===== config.mk =====
export PLATFORM = sky130hd
export DESIGN_NAME = vec_reloc_ctrl
export DESIGN_NICKNAME = d
export VERILOG_FILES = /design/src/rtl/vec_reloc_pkg.sv /design/src/rtl/vr_regfile.sv /design/src/rtl/vr_unlock.sv /design/src/rtl/vr_vector.sv /design/src/rtl/vec_reloc_ctrl.sv
export SDC_FILE = /design/constraint.sdc
export NUM_CORES = 1
export LEC_CHECK = 0
export ABC_AREA = 1
export BUFFER_PORTS_ARGS = -buffer_cell sky130_fd_sc_hd__buf_4
export CORE_UTILIZATION = 34
export DETAILED_ROUTE_END_ITERATION = 16
export PLACE_DENSITY_LB_ADDON = 0.2
export SLEW_MARGIN = 5
export SYNTH_ARGS = -nofsm -noshare
export SYNTH_HDL_FRONTEND = slang
export SYNTH_SLANG_ARGS = --single-unit

===== constraint.sdc =====
create_clock -name clk_i -period 2.9 [get_ports clk_i]
set_input_delay 0 -clock clk_i [delete_from_list [all_inputs] [get_ports clk_i]]
set_output_delay 0 -clock clk_i [all_outputs]
set_load 0.01 [all_outputs]

===== src/rtl/vec_reloc_pkg.sv =====
package vec_reloc_pkg;
  localparam int unsigned BIT_DBG  = 7;
  localparam int unsigned BIT_PUD  = 4;
  localparam int unsigned BIT_SEL  = 1;
  localparam int unsigned BIT_CE   = 0;
  localparam int unsigned BOOT_MIN = 256;

  function automatic int unsigned boot_words(input logic [1:0] code);
    return BOOT_MIN << code;
  endfunction
endpackage


===== src/rtl/vr_regfile.sv =====
module vr_regfile #(
  parameter int unsigned ADDR_W   = 6,
  parameter logic [5:0]  REG_ADDR = 6'h35
) (
  input  logic              clk_i,
  input  logic              rst_ni,
  input  logic              we_i,
  input  logic [ADDR_W-1:0] addr_i,
  input  logic [7:0]        wdata_i,
  input  logic              sel_i,
  input  logic              ce_i,
  output logic              reg_wr_o,
  output logic [7:0]        rdata_o,
  output logic              dbg_off_o,
  output logic              pullup_off_o
);
  import vec_reloc_pkg::*;

  logic hit;
  logic dbg_q, pud_q;
  logic unused_wdata;

  assign hit          = (addr_i == ADDR_W'(REG_ADDR));
  assign reg_wr_o     = we_i && hit;
  assign unused_wdata = ^{wdata_i[6:5], wdata_i[3:2]};

  always_ff @(posedge clk_i or negedge rst_ni) begin
    if (!rst_ni) begin
      dbg_q <= 1'b0;
      pud_q <= 1'b0;
    end else if (reg_wr_o) begin
      dbg_q <= wdata_i[BIT_DBG];
      pud_q <= wdata_i[BIT_PUD];
    end
  end

  always_comb begin
    rdata_o = '0;
    if (hit) begin
      rdata_o[BIT_DBG] = dbg_q;
      rdata_o[BIT_PUD] = pud_q;
      rdata_o[BIT_SEL] = sel_i;
      rdata_o[BIT_CE]  = ce_i;
    end
  end

  assign dbg_off_o    = dbg_q;
  assign pullup_off_o = pud_q;

  a_r9_no_write_off_addr: assert property (@(posedge clk_i) disable iff (!rst_ni)
    !reg_wr_o |=> $stable(dbg_q) && $stable(pud_q));
endmodule


===== src/rtl/vr_unlock.sv =====
module vr_unlock #(
  parameter int unsigned WIN_CYC = 4
) (
  input  logic       clk_i,
  input  logic       rst_ni,
  input  logic       reg_wr_i,
  input  logic [7:0] wdata_i,
  input  logic       instr_done_i,
  output logic       sel_o,
  output logic       ce_o,
  output logic       hold_o
);
  import vec_reloc_pkg::*;

  localparam int unsigned CNT_W = $clog2(WIN_CYC + 1);

  logic             sel_q, ce_q, post_q;
  logic [CNT_W-1:0] cnt_q;
  logic             ce_set, sel_wr;

  assign ce_set = reg_wr_i && wdata_i[BIT_CE];
  assign sel_wr = reg_wr_i && !wdata_i[BIT_CE] && ce_q;

  always_ff @(posedge clk_i or negedge rst_ni) begin
    if (!rst_ni) begin
      sel_q <= 1'b0;
      ce_q  <= 1'b0;
      cnt_q <= '0;
    end else if (ce_set) begin
      ce_q  <= 1'b1;
      cnt_q <= CNT_W'(WIN_CYC);
    end else if (sel_wr) begin
      sel_q <= wdata_i[BIT_SEL];
      ce_q  <= 1'b0;
      cnt_q <= '0;
    end else if (ce_q) begin
      if (cnt_q == CNT_W'(1)) ce_q <= 1'b0;
      cnt_q <= cnt_q - CNT_W'(1);
    end
  end

  // hold until the instruction after the select write retires
  always_ff @(posedge clk_i or negedge rst_ni) begin
    if (!rst_ni)                    post_q <= 1'b0;
    else if (sel_wr)                post_q <= 1'b1;
    else if (post_q && instr_done_i) post_q <= 1'b0;
  end

  assign sel_o  = sel_q;
  assign ce_o   = ce_q;
  assign hold_o = ce_set || ce_q || post_q;

  a_r3_sel_needs_window: assert property (@(posedge clk_i) disable iff (!rst_ni)
    !$stable(sel_q) |-> $past(ce_q));
  a_r5_window_bounded: assert property (@(posedge clk_i) disable iff (!rst_ni)
    ce_q |-> (cnt_q != '0) && (cnt_q <= CNT_W'(WIN_CYC)));
  a_r6_post_release: assert property (@(posedge clk_i) disable iff (!rst_ni)
    (post_q && instr_done_i && !reg_wr_i) |=> !post_q);
endmodule


===== src/rtl/vr_vector.sv =====
module vr_vector #(
  parameter int unsigned PC_W  = 14,
  parameter int unsigned NUM_W = 5
) (
  input  logic             sel_i,
  input  logic [1:0]       boot_size_i,
  input  logic             boot_lock_i,
  input  logic [PC_W-1:0]  pc_i,
  input  logic [NUM_W-1:0] vec_num_i,
  output logic [PC_W-1:0]  vec_base_o,
  output logic [PC_W-1:0]  vec_addr_o,
  output logic             lock_hold_o
);
  import vec_reloc_pkg::*;

  localparam int unsigned FLASH_WORDS = 1 << PC_W;

  logic [PC_W:0]   start_ext;
  logic [PC_W-1:0] boot_start;

  assign start_ext   = (PC_W+1)'(FLASH_WORDS - boot_words(boot_size_i));
  assign boot_start  = start_ext[PC_W-1:0];
  assign vec_base_o  = sel_i ? boot_start : '0;
  assign vec_addr_o  = vec_base_o + {{(PC_W-NUM_W-1){1'b0}}, vec_num_i, 1'b0};
  assign lock_hold_o = sel_i && boot_lock_i && (pc_i < boot_start);
endmodule


===== src/rtl/vec_reloc_ctrl.sv =====
module vec_reloc_ctrl #(
  parameter int unsigned ADDR_W   = 6,
  parameter logic [5:0]  REG_ADDR = 6'h35,
  parameter int unsigned PC_W     = 14,
  parameter int unsigned NUM_W    = 5,
  parameter int unsigned WIN_CYC  = 4
) (
  input  logic              clk_i,
  input  logic              rst_ni,
  input  logic              we_i,
  input  logic [ADDR_W-1:0] addr_i,
  input  logic [7:0]        wdata_i,
  output logic [7:0]        rdata_o,
  input  logic [1:0]        boot_size_i,
  input  logic              boot_lock_i,
  input  logic              instr_done_i,
  input  logic [PC_W-1:0]   pc_i,
  input  logic [NUM_W-1:0]  vec_num_i,
  output logic [PC_W-1:0]   vec_base_o,
  output logic [PC_W-1:0]   vec_addr_o,
  output logic              irq_block_o,
  output logic              dbg_off_o,
  output logic              pullup_off_o
);
  logic reg_wr, sel, ce, hold, lock_hold;

  vr_regfile #(.ADDR_W(ADDR_W), .REG_ADDR(REG_ADDR)) u_regs (
    .clk_i, .rst_ni, .we_i, .addr_i, .wdata_i,
    .sel_i(sel), .ce_i(ce), .reg_wr_o(reg_wr),
    .rdata_o, .dbg_off_o, .pullup_off_o
  );

  vr_unlock #(.WIN_CYC(WIN_CYC)) u_unlock (
    .clk_i, .rst_ni, .reg_wr_i(reg_wr), .wdata_i, .instr_done_i,
    .sel_o(sel), .ce_o(ce), .hold_o(hold)
  );

  vr_vector #(.PC_W(PC_W), .NUM_W(NUM_W)) u_vec (
    .sel_i(sel), .boot_size_i, .boot_lock_i, .pc_i, .vec_num_i,
    .vec_base_o, .vec_addr_o, .lock_hold_o(lock_hold)
  );

  assign irq_block_o = hold || lock_hold;

  a_r4_block_in_window: assert property (@(posedge clk_i) disable iff (!rst_ni)
    ce |-> irq_block_o);
  a_r11_base_follows_sel: assert property (@(posedge clk_i) disable iff (!rst_ni)
    $stable(sel) && $stable(boot_size_i) |-> $stable(vec_base_o));
endmodule


==> impl_metrics.py, run 1 <==
metrics = {
    "cts": {
        "clkLatencyLatePin_ns": 0.25,
        "post_cts_resized": 0,
        "hold_buffers": 5,
        "numCtsBuffers": 3,
        "cts.path.max_buffers": 2,
        "cts_root_buf": "clkbuf_4",
        "postCtsSetupRepairBufs": 0,
        "htree_levels": 1,
        "cts_tree": "done",
        "clkSinkCount": 8,
    },
    "drt": {
        "first_pass_iters": 4,
        "dr_total_vias": 755,
        "final_antenna_net_count": 0,
        "wl_per_cell_um": 8.56,
        "drc": 0,
        "routed_wl_mm": 1.54,
        "dr.first_iter.drc_count": 13,
        "via_per_inst": 4.19,
    },
    "worst_setup_path": {
        "cp.arrival_ns": 1.23,
        "required_ns": 2.90,
        "crit_path_frequent_cell": "nand2_1",
        "worstPathMaxFanout": 4,
        "crit_type": "in -> out",
        "r2r_end": "u_unlock.cnt_q[2]$_DFFE_PN0P_",
        "critPathBufInv": 3,
        "end_kind": "primary output",
        "r2r_cells": 5,
        "slowest_stage": "or2_2",
        "max_stage_delay_ns": 0.30,
        "cp_top_family": "simple AND/OR/NAND/NOR gates",
        "ff2ff_setup_slack_ns": 1.85,
        "r2r-start": "u_unlock.cnt_q[0]$_DFFE_PN0P_",
        "worst_setup_path_start_kind": "primary input",
        "cp_cell_sequence": "buf_4, or2_2, ha_1, nand2_1, inv_1, nand2_1, nand2_1, nand2_1, nand4_1, nand2_1, buf_4",
    },
    "finish": {
        "drive_gt1_share_pct": 33.6,
        "diodes": 0,
        "fin_cells": 180,
        "fin_nets": 200,
        "finalInstanceArea_um2": 1070,
        "area_growth_pct": 35.3,
    },
    "power": {
        "internal_power_w": 0.000263,
        "p_comb_share_pct": 38.8,
        "p_per_area_nw_per_um2": 366,
        "switchingPower_w": 0.000130,
        "power_w": 0.000393,
        "seq_power_share_pct": 39.8,
        "switching_share_pct": 33.1,
        "pwr-share-clk_pct": 21.4,
        "peakVddDrop_v": 0.000242,
        "leakagePower_nw": 0.616,
    },
    "hold_path": {
        "hold_path_end": "vec_addr_o[3]",
        "hold_depth": 0,
        "min-delay-start": "vec_num_i[2]",
        "worst_hold_path_type": "in -> out",
    },
    "floorplan": {
        "dieArea_um2": 2530,
        "boundaryPins": 79,
        "dieHeight_um": 50.3,
        "core_um2": 2210,
        "initial_core_util_pct": 35.9,
        "fp-row-count": 17,
        "die_w_um": 50.3,
    },
    "grt": {
        "grt_overflow": 0,
        "grtUsageTotal_pct": 13.5,
        "antenna_found_initial": 0,
        "grt_max_degree": 9,
        "grt_pass1_wl_mm": 2.60,
        "first_global_vias": 644,
    },
    "yosys": {
        "synth_compound_area_share_pct": 5.84,
        "netlist_instances": 115,
        "ys_types": 17,
        "ys_ff_latch": 8,
        "synthXorXnorAreaFrac_pct": 1.10,
        "synth_warnings": 0,
        "synth_top_family_by_area": "buffers and inverters",
        "synth-simple-area-share_pct": 23.8,
        "synth_adder_area_share_pct": 9.46,
        "synthMuxAreaShare_pct": 0,
        "avgSynthCellArea_um2": 6.90,
        "syn_area_um2": 793,
        "seq_area_frac_synth_pct": 25.2,
    },
    "sta": {
        "fin_crit_sh_pct": 42.3,
        "setup_viol_count_final": 0,
        "skew_ns": 0.00220,
        "holdWs_ns": 0.00000444,
        "hold_viol": 0,
        "setup_tns_ns": 0,
        "rsz0062_at_grt": "no",
        "timing.fmax_mhz": 816,
        "drv_slew": 0,
        "period_minus_slack_ns": 1.23,
    },
    "job": {
        "drv_cap": 0,
    },
    "place": {
        "hpwl_mm": 1.27,
        "placed_cells": 172,
        "gp_congestion": 0.694,
        "place_area_um2": 1000,
        "numPortBuffers": 43,
    },
    "run_status": {
        "outcome": "completed",
    },
}
[logic make-up (layout without fill, tap and decap cells)]
family | Yosys count | count (layout)
simple gates | 44 | 44
compound gates | 9 | 9
xor+xnor | 1 | 1
other cells | 1 | 16
fa+ha+maj | 6 | 6
buf+inv | 46 | 68
flops | 8 | 8
[cell usage after synthesis, drive strengths merged]
cell type,n,area share [%]
o22ai,1,0.79
ha,6,9.5
dfrtp,8,25
buf,26,25
xor2,1,1.1
a21oi,2,1.3
nand3,3,2.5
o21ai,6,3.8
nor2,17,9.0
conb,1,0.47
inv,17,8.0
nand4,2,1.6
clkbuf,3,1.4
nand2,21,9.9
or2,1,0.79
[registers in the layout, summed over array words and instances, names as in the netlist]
register	count
u_regs.dbg_off_o	1
u_regs.pullup_off_o	1
u_unlock.post_q	1
u_unlock.cnt_q	3
u_unlock.sel_o	1
u_unlock.ce_o	1
[placed cells by master (no fill, tap or decap)]
| cell | Yosys | routed |
|---|---|---|
| buf_4 | 26 | 43 |
| inv_1 | 17 | 17 |
| nor2_1 | 14 | 14 |
| o22ai_1 | 1 | 1 |
| o21ai_0 | 6 | 6 |
| or2_2 | 1 | 1 |
| nor2_2 | 3 | 3 |
| dfrtp_1 | 8 | 8 |
| dlygate4sd3_1 | 0 | 5 |
| a21oi_1 | 2 | 2 |
| conb_1 | 1 | 16 |
| xor2_1 | 1 | 1 |
| ha_1 | 6 | 6 |
| nand2_1 | 21 | 21 |
| clkbuf_4 | 0 | 3 |
| nand3_1 | 2 | 2 |
| nand4_1 | 2 | 2 |
| nand3_2 | 1 | 1 |
[metal layers]
metal,track usage [%],vias up,share of wire [%]
li1,-,381,-
met1,14.7,334,40
met2,23.6,38,50
met3,3.33,2,9.0
met4,7.41,0,0.78
met5,0,-,0
[metrics by stage]
step | setup slack, ns | utilization (%)
6_report | 1.67 | 48.5
4_1_cts | 1.66 | 48.5
3_5_place_dp | 1.66 | 45.2
2_1_floorplan | 1.92 | -
5_1_grt | 1.56 | 48.5
3_3_place_gp | 1.70 | 45.2
[power by group through the flow]
stage	Combinational, W	Clock, W	Sequential (W)
3_5_place_dp	0.000148	0	0.000158
6_report	0.000152	0.0000841	0.000156
2_1_floorplan	0.000108	0	0.000158
5_1_grt	0.000178	0.0000972	0.000163
3_3_place_gp	0.000144	0	0.000158
4_1_cts	0.000154	0.0000890	0.000157
[worst max path at each step]
stage,slack [ns],cells after the start,to,startpoint
5_1_grt,1.56,11,irq_block_o,boot_size_i[1]
2_1_floorplan,1.92,5,u_unlock.cnt_q[2]$_DFFE_PN0P_,u_unlock.cnt_q[0]$_DFFE_PN0P_
3_3_place_gp,1.70,11,irq_block_o,boot_size_i[1]
6_report,1.67,11,irq_block_o,boot_size_i[1]
3_5_place_dp,1.66,11,irq_block_o,boot_size_i[1]
4_1_cts,1.66,11,irq_block_o,boot_size_i[1]
[area by class of cell]
cell class	instances	area, um2
clock buffer	3	22.5
fill	235	1140
inverter	17	63.8
multi-input combinational	76	379
sequential	8	200
tap	28	35.0
timing repair buffer	48	373
[worst reg2reg max path, cell delays in order, from the launching register on]
cell	delay (ns)
dfrtp_1	0.38
inv_1	0.06
ha_1	0.19
nand2_1	0.07
xor2_1	0.15
a21oi_1	0.08
(Power assumes the default switching activity.)
==> run 2, diff against run 1 <==
Clock period 2.9 ns to 1.2 ns, I/O delays scaled along.
==> impl_metrics.py, run 2 (synthesis results as in run 1) <==
metrics = {
    "sta": {
        "period_minus_slack_ns": 1.15,
        "drv_slew": 0,
        "timing.fmax_mhz": 871,
        "rsz0062_at_grt": "yes",
        "fin_crit_sh_pct": 95.7,
        "setup_tns_ns": 0,
        "setup_viol_count_final": 0,
        "hold_viol": 0,
        "skew_ns": 0.000248,
    },
    "power": {
        "leakagePower_nw": 0.621,
        "switching_share_pct": 33.7,
        "internal_power_w": 0.000638,
        "p_per_area_nw_per_um2": 886,
        "p_comb_share_pct": 38.7,
        "peakVddDrop_v": 0.000518,
        "power_w": 0.000961,
        "switchingPower_w": 0.000324,
        "seq_power_share_pct": 39.3,
        "pwr-share-clk_pct": 22.0,
    },
    "worst_setup_path": {
        "cp_cell_sequence": "inv_1, nand2_1, nor2_1, nand2_1, buf_4",
        "r2r_cells": 5,
        "end_kind": "primary output",
        "r2r_end": "u_unlock.cnt_q[2]$_DFFE_PN0P_",
        "crit_type": "reg -> out",
        "r2r-start": "u_unlock.cnt_q[0]$_DFFE_PN0P_",
        "cp.arrival_ns": 1.15,
        "ff2ff_setup_slack_ns": 0.15,
        "max_stage_delay_ns": 0.40,
        "slowest_stage": "dfrtp_1",
        "required_ns": 1.20,
        "worst_setup_path_start_kind": "flop",
        "crit_path_frequent_cell": "nand2_1",
        "worstPathMaxFanout": 5,
    },
    "cts": {
        "clkSinkCount": 8,
        "htree_levels": 1,
        "cts_tree": "done",
        "cts_root_buf": "clkbuf_4",
        "clkTransAtPathRegs_ns": 0.06,
        "cts.path.max_buffers": 2,
        "numCtsBuffers": 3,
        "clkLatencyLatePin_ns": 0.25,
        "postCtsSetupRepairBufs": 0,
    },
    "finish": {
        "multi_input_area_um2": 382,
        "final_common_cell": "buf_4",
        "largest_reg_flops": 3,
        "area_growth_pct": 36.8,
        "drive_gt1_share_pct": 34.6,
        "nFillCells": 235,
        "regArea_um2": 201,
        "finalInstanceArea_um2": 1080,
        "final_util_pct": 49.0,
        "fin_nets": 201,
        "diodes": 0,
        "fin_cells": 181,
        "final_cell_mix": "buf_4 (44), nand2_1 (21), inv_1 (17)",
        "regMostFlops": "u_unlock.cnt_q",
    },
    "job": {
        "drv_cap": 0,
    },
    "grt": {
        "grt_max_degree": 9,
        "first_global_vias": 673,
        "antenna_found_initial": 0,
        "grtUsageTotal_pct": 14.0,
        "grt_pass1_wl_mm": 2.70,
        "grt_overflow": 0,
    },
    "drt": {
        "via_per_inst": 4.07,
        "final_antenna_net_count": 0,
        "first_pass_iters": 6,
        "dr.first_iter.drc_count": 8,
        "routed_wl_mm": 1.54,
        "drc": 0,
        "wl_per_cell_um": 8.52,
        "dr_total_vias": 737,
    },
    "floorplan": {
        "initial_core_util_pct": 35.9,
        "dieArea_um2": 2530,
        "boundaryPins": 79,
        "die_w_um": 50.3,
        "core_um2": 2210,
        "dieHeight_um": 50.3,
        "fp-row-count": 17,
    },
    "run_status": {
        "outcome": "completed",
    },
    "hold_path": {
        "worst_hold_path_type": "in -> out",
        "hold_path_end": "vec_addr_o[3]",
        "min-delay-start": "vec_num_i[2]",
        "hold_depth": 0,
    },
    "place": {
        "hpwl_mm": 1.26,
        "numPortBuffers": 43,
        "gp_congestion": 0.717,
        "placed_cells": 173,
        "place_area_um2": 1010,
    },
}
[run 2: through the flow]
step           hold slack (ns)  worst slack (ns)
2_1_floorplan           -0.296             0.223
3_3_place_gp            -0.171            0.0111
3_5_place_dp            -0.171           0.00301
4_1_cts              0.0000686            0.0389
5_1_grt              0.0000300           -0.0675
6_report            0.00000389            0.0518
[run 2: final cells by class]
| class | instances | share of cell area [%] |
|---|---|---|
| Inverter | 17 | 5.88 |
| Timing Repair Buffer | 49 | 35.1 |
| Clock buffer | 3 | 2.08 |
| Sequential cell | 8 | 18.6 |
| Multi-Input combinational cell | 76 | 35.2 |
| Tap cell | 28 | 3.23 |
[run 2: power groups by stage]
stage                     logic, W  registers (W)  clock network (W)
after floorplan           0.000262       0.000383                  0
after global placement    0.000352       0.000383                  0
after detailed placement  0.000362       0.000383                  0
after CTS                 0.000378       0.000378           0.000217
after global routing      0.000442       0.000390           0.000229
final                     0.000372       0.000378           0.000211
[run 2: per-layer routing]
metal,wire length (um),global-route usage [%],vias up,share of wire (%)
met1,624,15.8,309,40
met4,28,7.41,0,1.8
met5,0,0,-,0
li1,-,-,382,-
met3,140,3.94,4,9.1
met2,749,23.8,42,49
[run 2: critical path, delay by kind of cell, from the launching register on]
kind,cells,cell delay [ns]
buffers and inverters,2,0.28
flip-flops,1,0.40
AND/OR/NAND/NOR,3,0.22
[run 2: worst max path at each step]
stage	endpoint	startpoint	slack (ns)	cells past startpoint
finish	irq_block_o	u_unlock.ce_o$_DFF_PN0_	0.05	5
global route	irq_block_o	boot_size_i[1]	-0.07	11
CTS	irq_block_o	u_unlock.ce_o$_DFF_PN0_	0.04	5
detailed placement	irq_block_o	boot_size_i[1]	0.003	11
global placement	irq_block_o	boot_size_i[1]	0.01	11
floorplan	u_unlock.cnt_q[2]$_DFFE_PN0P_	u_unlock.cnt_q[0]$_DFFE_PN0P_	0.22	5
[run 2: timing repair]
item | 4_1_cts | 5_1_grt
endpoints found under the hold margin | 12 | 0
resized for setup | 1 | 1
hold buffers | 5 | 0
endpoints found under the setup margin | 1 | 8
pin swaps | 1 | 2
==> run 3, diff against run 2 <==
==> constraint.sdc (replaced) <==
create_clock -name clk_i -period 1.49 [get_ports clk_i]
set_input_delay 0 -clock clk_i [delete_from_list [all_inputs] [get_ports clk_i]]
set_output_delay 0 -clock clk_i [all_outputs]
set_load 0.005 [all_outputs]
==> impl_metrics.py, run 3 (synthesis results as in run 1) <==
metrics = {
    "worst_setup_path": {
        "max_stage_delay_ns": 0.30,
        "ff2ff_setup_slack_ns": 0.44,
        "crit_type": "in -> out",
        "end_kind": "primary output",
        "required_ns": 1.49,
        "r2r-start": "u_unlock.cnt_q[0]$_DFFE_PN0P_",
        "cp_cell_sequence": "buf_4, or2_2, ha_1, nand2_1, inv_1, nand2_1, nand2_1, nand2_1, nand4_1, nand2_1, buf_4",
        "cp.arrival_ns": 1.20,
        "r2r_cells": 5,
        "worstPathMaxFanout": 4,
        "critPathBufInv": 3,
        "slowest_stage": "or2_2",
        "cp_top_family": "simple AND/OR/NAND/NOR gates",
        "worst_setup_path_start_kind": "primary input",
        "crit_path_frequent_cell": "nand2_1",
        "r2r_end": "u_unlock.cnt_q[2]$_DFFE_PN0P_",
    },
    "drt": {
        "wl_per_cell_um": 8.29,
        "final_antenna_net_count": 0,
        "first_pass_iters": 2,
        "via_per_inst": 4.08,
        "dr.first_iter.drc_count": 6,
        "routed_wl_mm": 1.49,
        "dr_total_vias": 735,
        "drc": 0,
    },
    "sta": {
        "setup_viol_count_final": 0,
        "setup_tns_ns": 0,
        "timing.fmax_mhz": 832,
        "hold_viol": 0,
        "drv_slew": 0,
        "rsz0062_at_grt": "no",
        "setup_slack_ns": 0.288,
        "period_minus_slack_ns": 1.20,
        "fin_crit_sh_pct": 80.7,
        "skew_ns": 0.00104,
    },
    "hold_path": {
        "min-delay-start": "vec_num_i[2]",
        "hold_depth": 0,
        "worst_hold_path_type": "in -> out",
        "hold_path_end": "vec_addr_o[3]",
    },
    "cts": {
        "clkSinkCount": 8,
        "numCtsBuffers": 3,
        "clkLatencyLatePin_ns": 0.24,
        "cts_root_buf": "clkbuf_4",
        "htree_levels": 1,
        "cts_tree": "done",
        "cts.path.max_buffers": 2,
    },
    "grt": {
        "first_global_vias": 663,
        "grt_overflow": 0,
        "antenna_found_initial": 0,
        "grtUsageTotal_pct": 13.2,
        "grt_pass1_wl_mm": 2.56,
        "grt_max_degree": 9,
    },
    "finish": {
        "final_cell_mix": "buf_4 (43), nand2_1 (21), inv_1 (17)",
        "final_common_cell": "buf_4",
        "largest_reg_flops": 3,
        "regMostFlops": "u_unlock.cnt_q",
        "diodes": 0,
        "fin_nets": 200,
        "multi_input_area_um2": 379,
        "nFillCells": 233,
        "regArea_um2": 200,
        "drive_gt1_share_pct": 33.6,
        "area_growth_pct": 35.3,
    },
    "floorplan": {
        "initial_core_util_pct": 35.9,
        "core_um2": 2210,
        "die_w_um": 50.3,
        "dieArea_um2": 2530,
        "boundaryPins": 79,
        "dieHeight_um": 50.3,
        "fp-row-count": 17,
    },
    "place": {
        "numPortBuffers": 43,
        "hpwl_mm": 1.25,
        "gp_congestion": 0.694,
        "dpl_worst_slack_ns": 0.278,
    },
    "run_status": {
        "outcome": "completed",
    },
    "power": {
        "p_per_area_nw_per_um2": 690,
        "leakagePower_nw": 0.616,
        "internal_power_w": 0.000510,
        "peakVddDrop_v": 0.000457,
        "switchingPower_w": 0.000231,
        "seq_power_share_pct": 41.2,
        "switching_share_pct": 31.2,
        "pwr-share-clk_pct": 21.5,
        "p_comb_share_pct": 37.3,
    },
    "job": {
        "drv_cap": 0,
    },
}
[run 3: cell type report]
type                    count  share of cell area, %
well taps                  28                   3.26
clock buffers               3                   2.10
multi-input cells          76                   35.3
repair buffers             48                   34.7
inverters                  17                   5.94
flip-flops and latches      8                   18.6
[run 3: what timing repair did]
action | 4_1_cts | 5_1_grt
hold buffers | 5 | 0
endpoints found under the hold margin | 12 | 0
gates resized for setup | 0 | 0
setup buffers | 0 | 0
[run 3: how the worst max path moves through the flow]
stage                                              from                             to  slack [ns]  depth (start not counted)
after floorplan           u_unlock.cnt_q[0]$_DFFE_PN0P_  u_unlock.cnt_q[2]$_DFFE_PN0P_        0.51                          5
after global placement                   boot_size_i[1]                    irq_block_o        0.30                         11
after detailed placement                 boot_size_i[1]                    irq_block_o        0.28                         11
after CTS                                boot_size_i[1]                    irq_block_o        0.27                         11
after global routing                     boot_size_i[1]                    irq_block_o        0.16                         11
final                                    boot_size_i[1]                    irq_block_o        0.29                         11
[run 3: power groups by stage]
stage	registers [W]	clock network, W	logic (W)
final	0.000305	0.000159	0.000277
after floorplan	0.000304	0	0.000193
after global routing	0.000317	0.000189	0.000328
after detailed placement	0.000309	0	0.000269
after global placement	0.000308	0	0.000262
after CTS	0.000306	0.000171	0.000281
[run 3: worst reg2reg max path, delay by kind of cell (launching register included)]
family | cells | cell delay [ns]
AOI/OAI and AO/OA | 1 | 0.08
xor gates and xnor gates | 1 | 0.15
adders and majority gates | 1 | 0.19
buffers and inverters | 1 | 0.06
DFF | 1 | 0.38
and+or+nand+nor | 1 | 0.07
[run 3: routing by layer]
| metal | track usage [%] | wire length [um] |
|---|---|---|
| met5 | 0 | 0 |
| met2 | 22.4 | 738 |
| met4 | 7.41 | 12 |
| met3 | 3.03 | 127 |
| met1 | 14.9 | 613 |
[run 3: stage by stage]
| step | utilization, % | cells | instance area [um2] | power [W] | hold WS, ns |
|---|---|---|---|---|---|
| finish | 48.5 | 180 | 1070 | 0.000741 | 0.00000225 |
| global route | 48.5 | 180 | 1070 | 0.000834 | 0.0000169 |
| CTS | 48.5 | 180 | 1070 | 0.000758 | 0.0000346 |
| detailed placement | 45.2 | 172 | 1000 | 0.000578 | -0.171 |
| global placement | 45.2 | 172 | 1000 | 0.000570 | -0.171 |
| floorplan | - | 130 | 850 | 0.000497 | -0.296 |
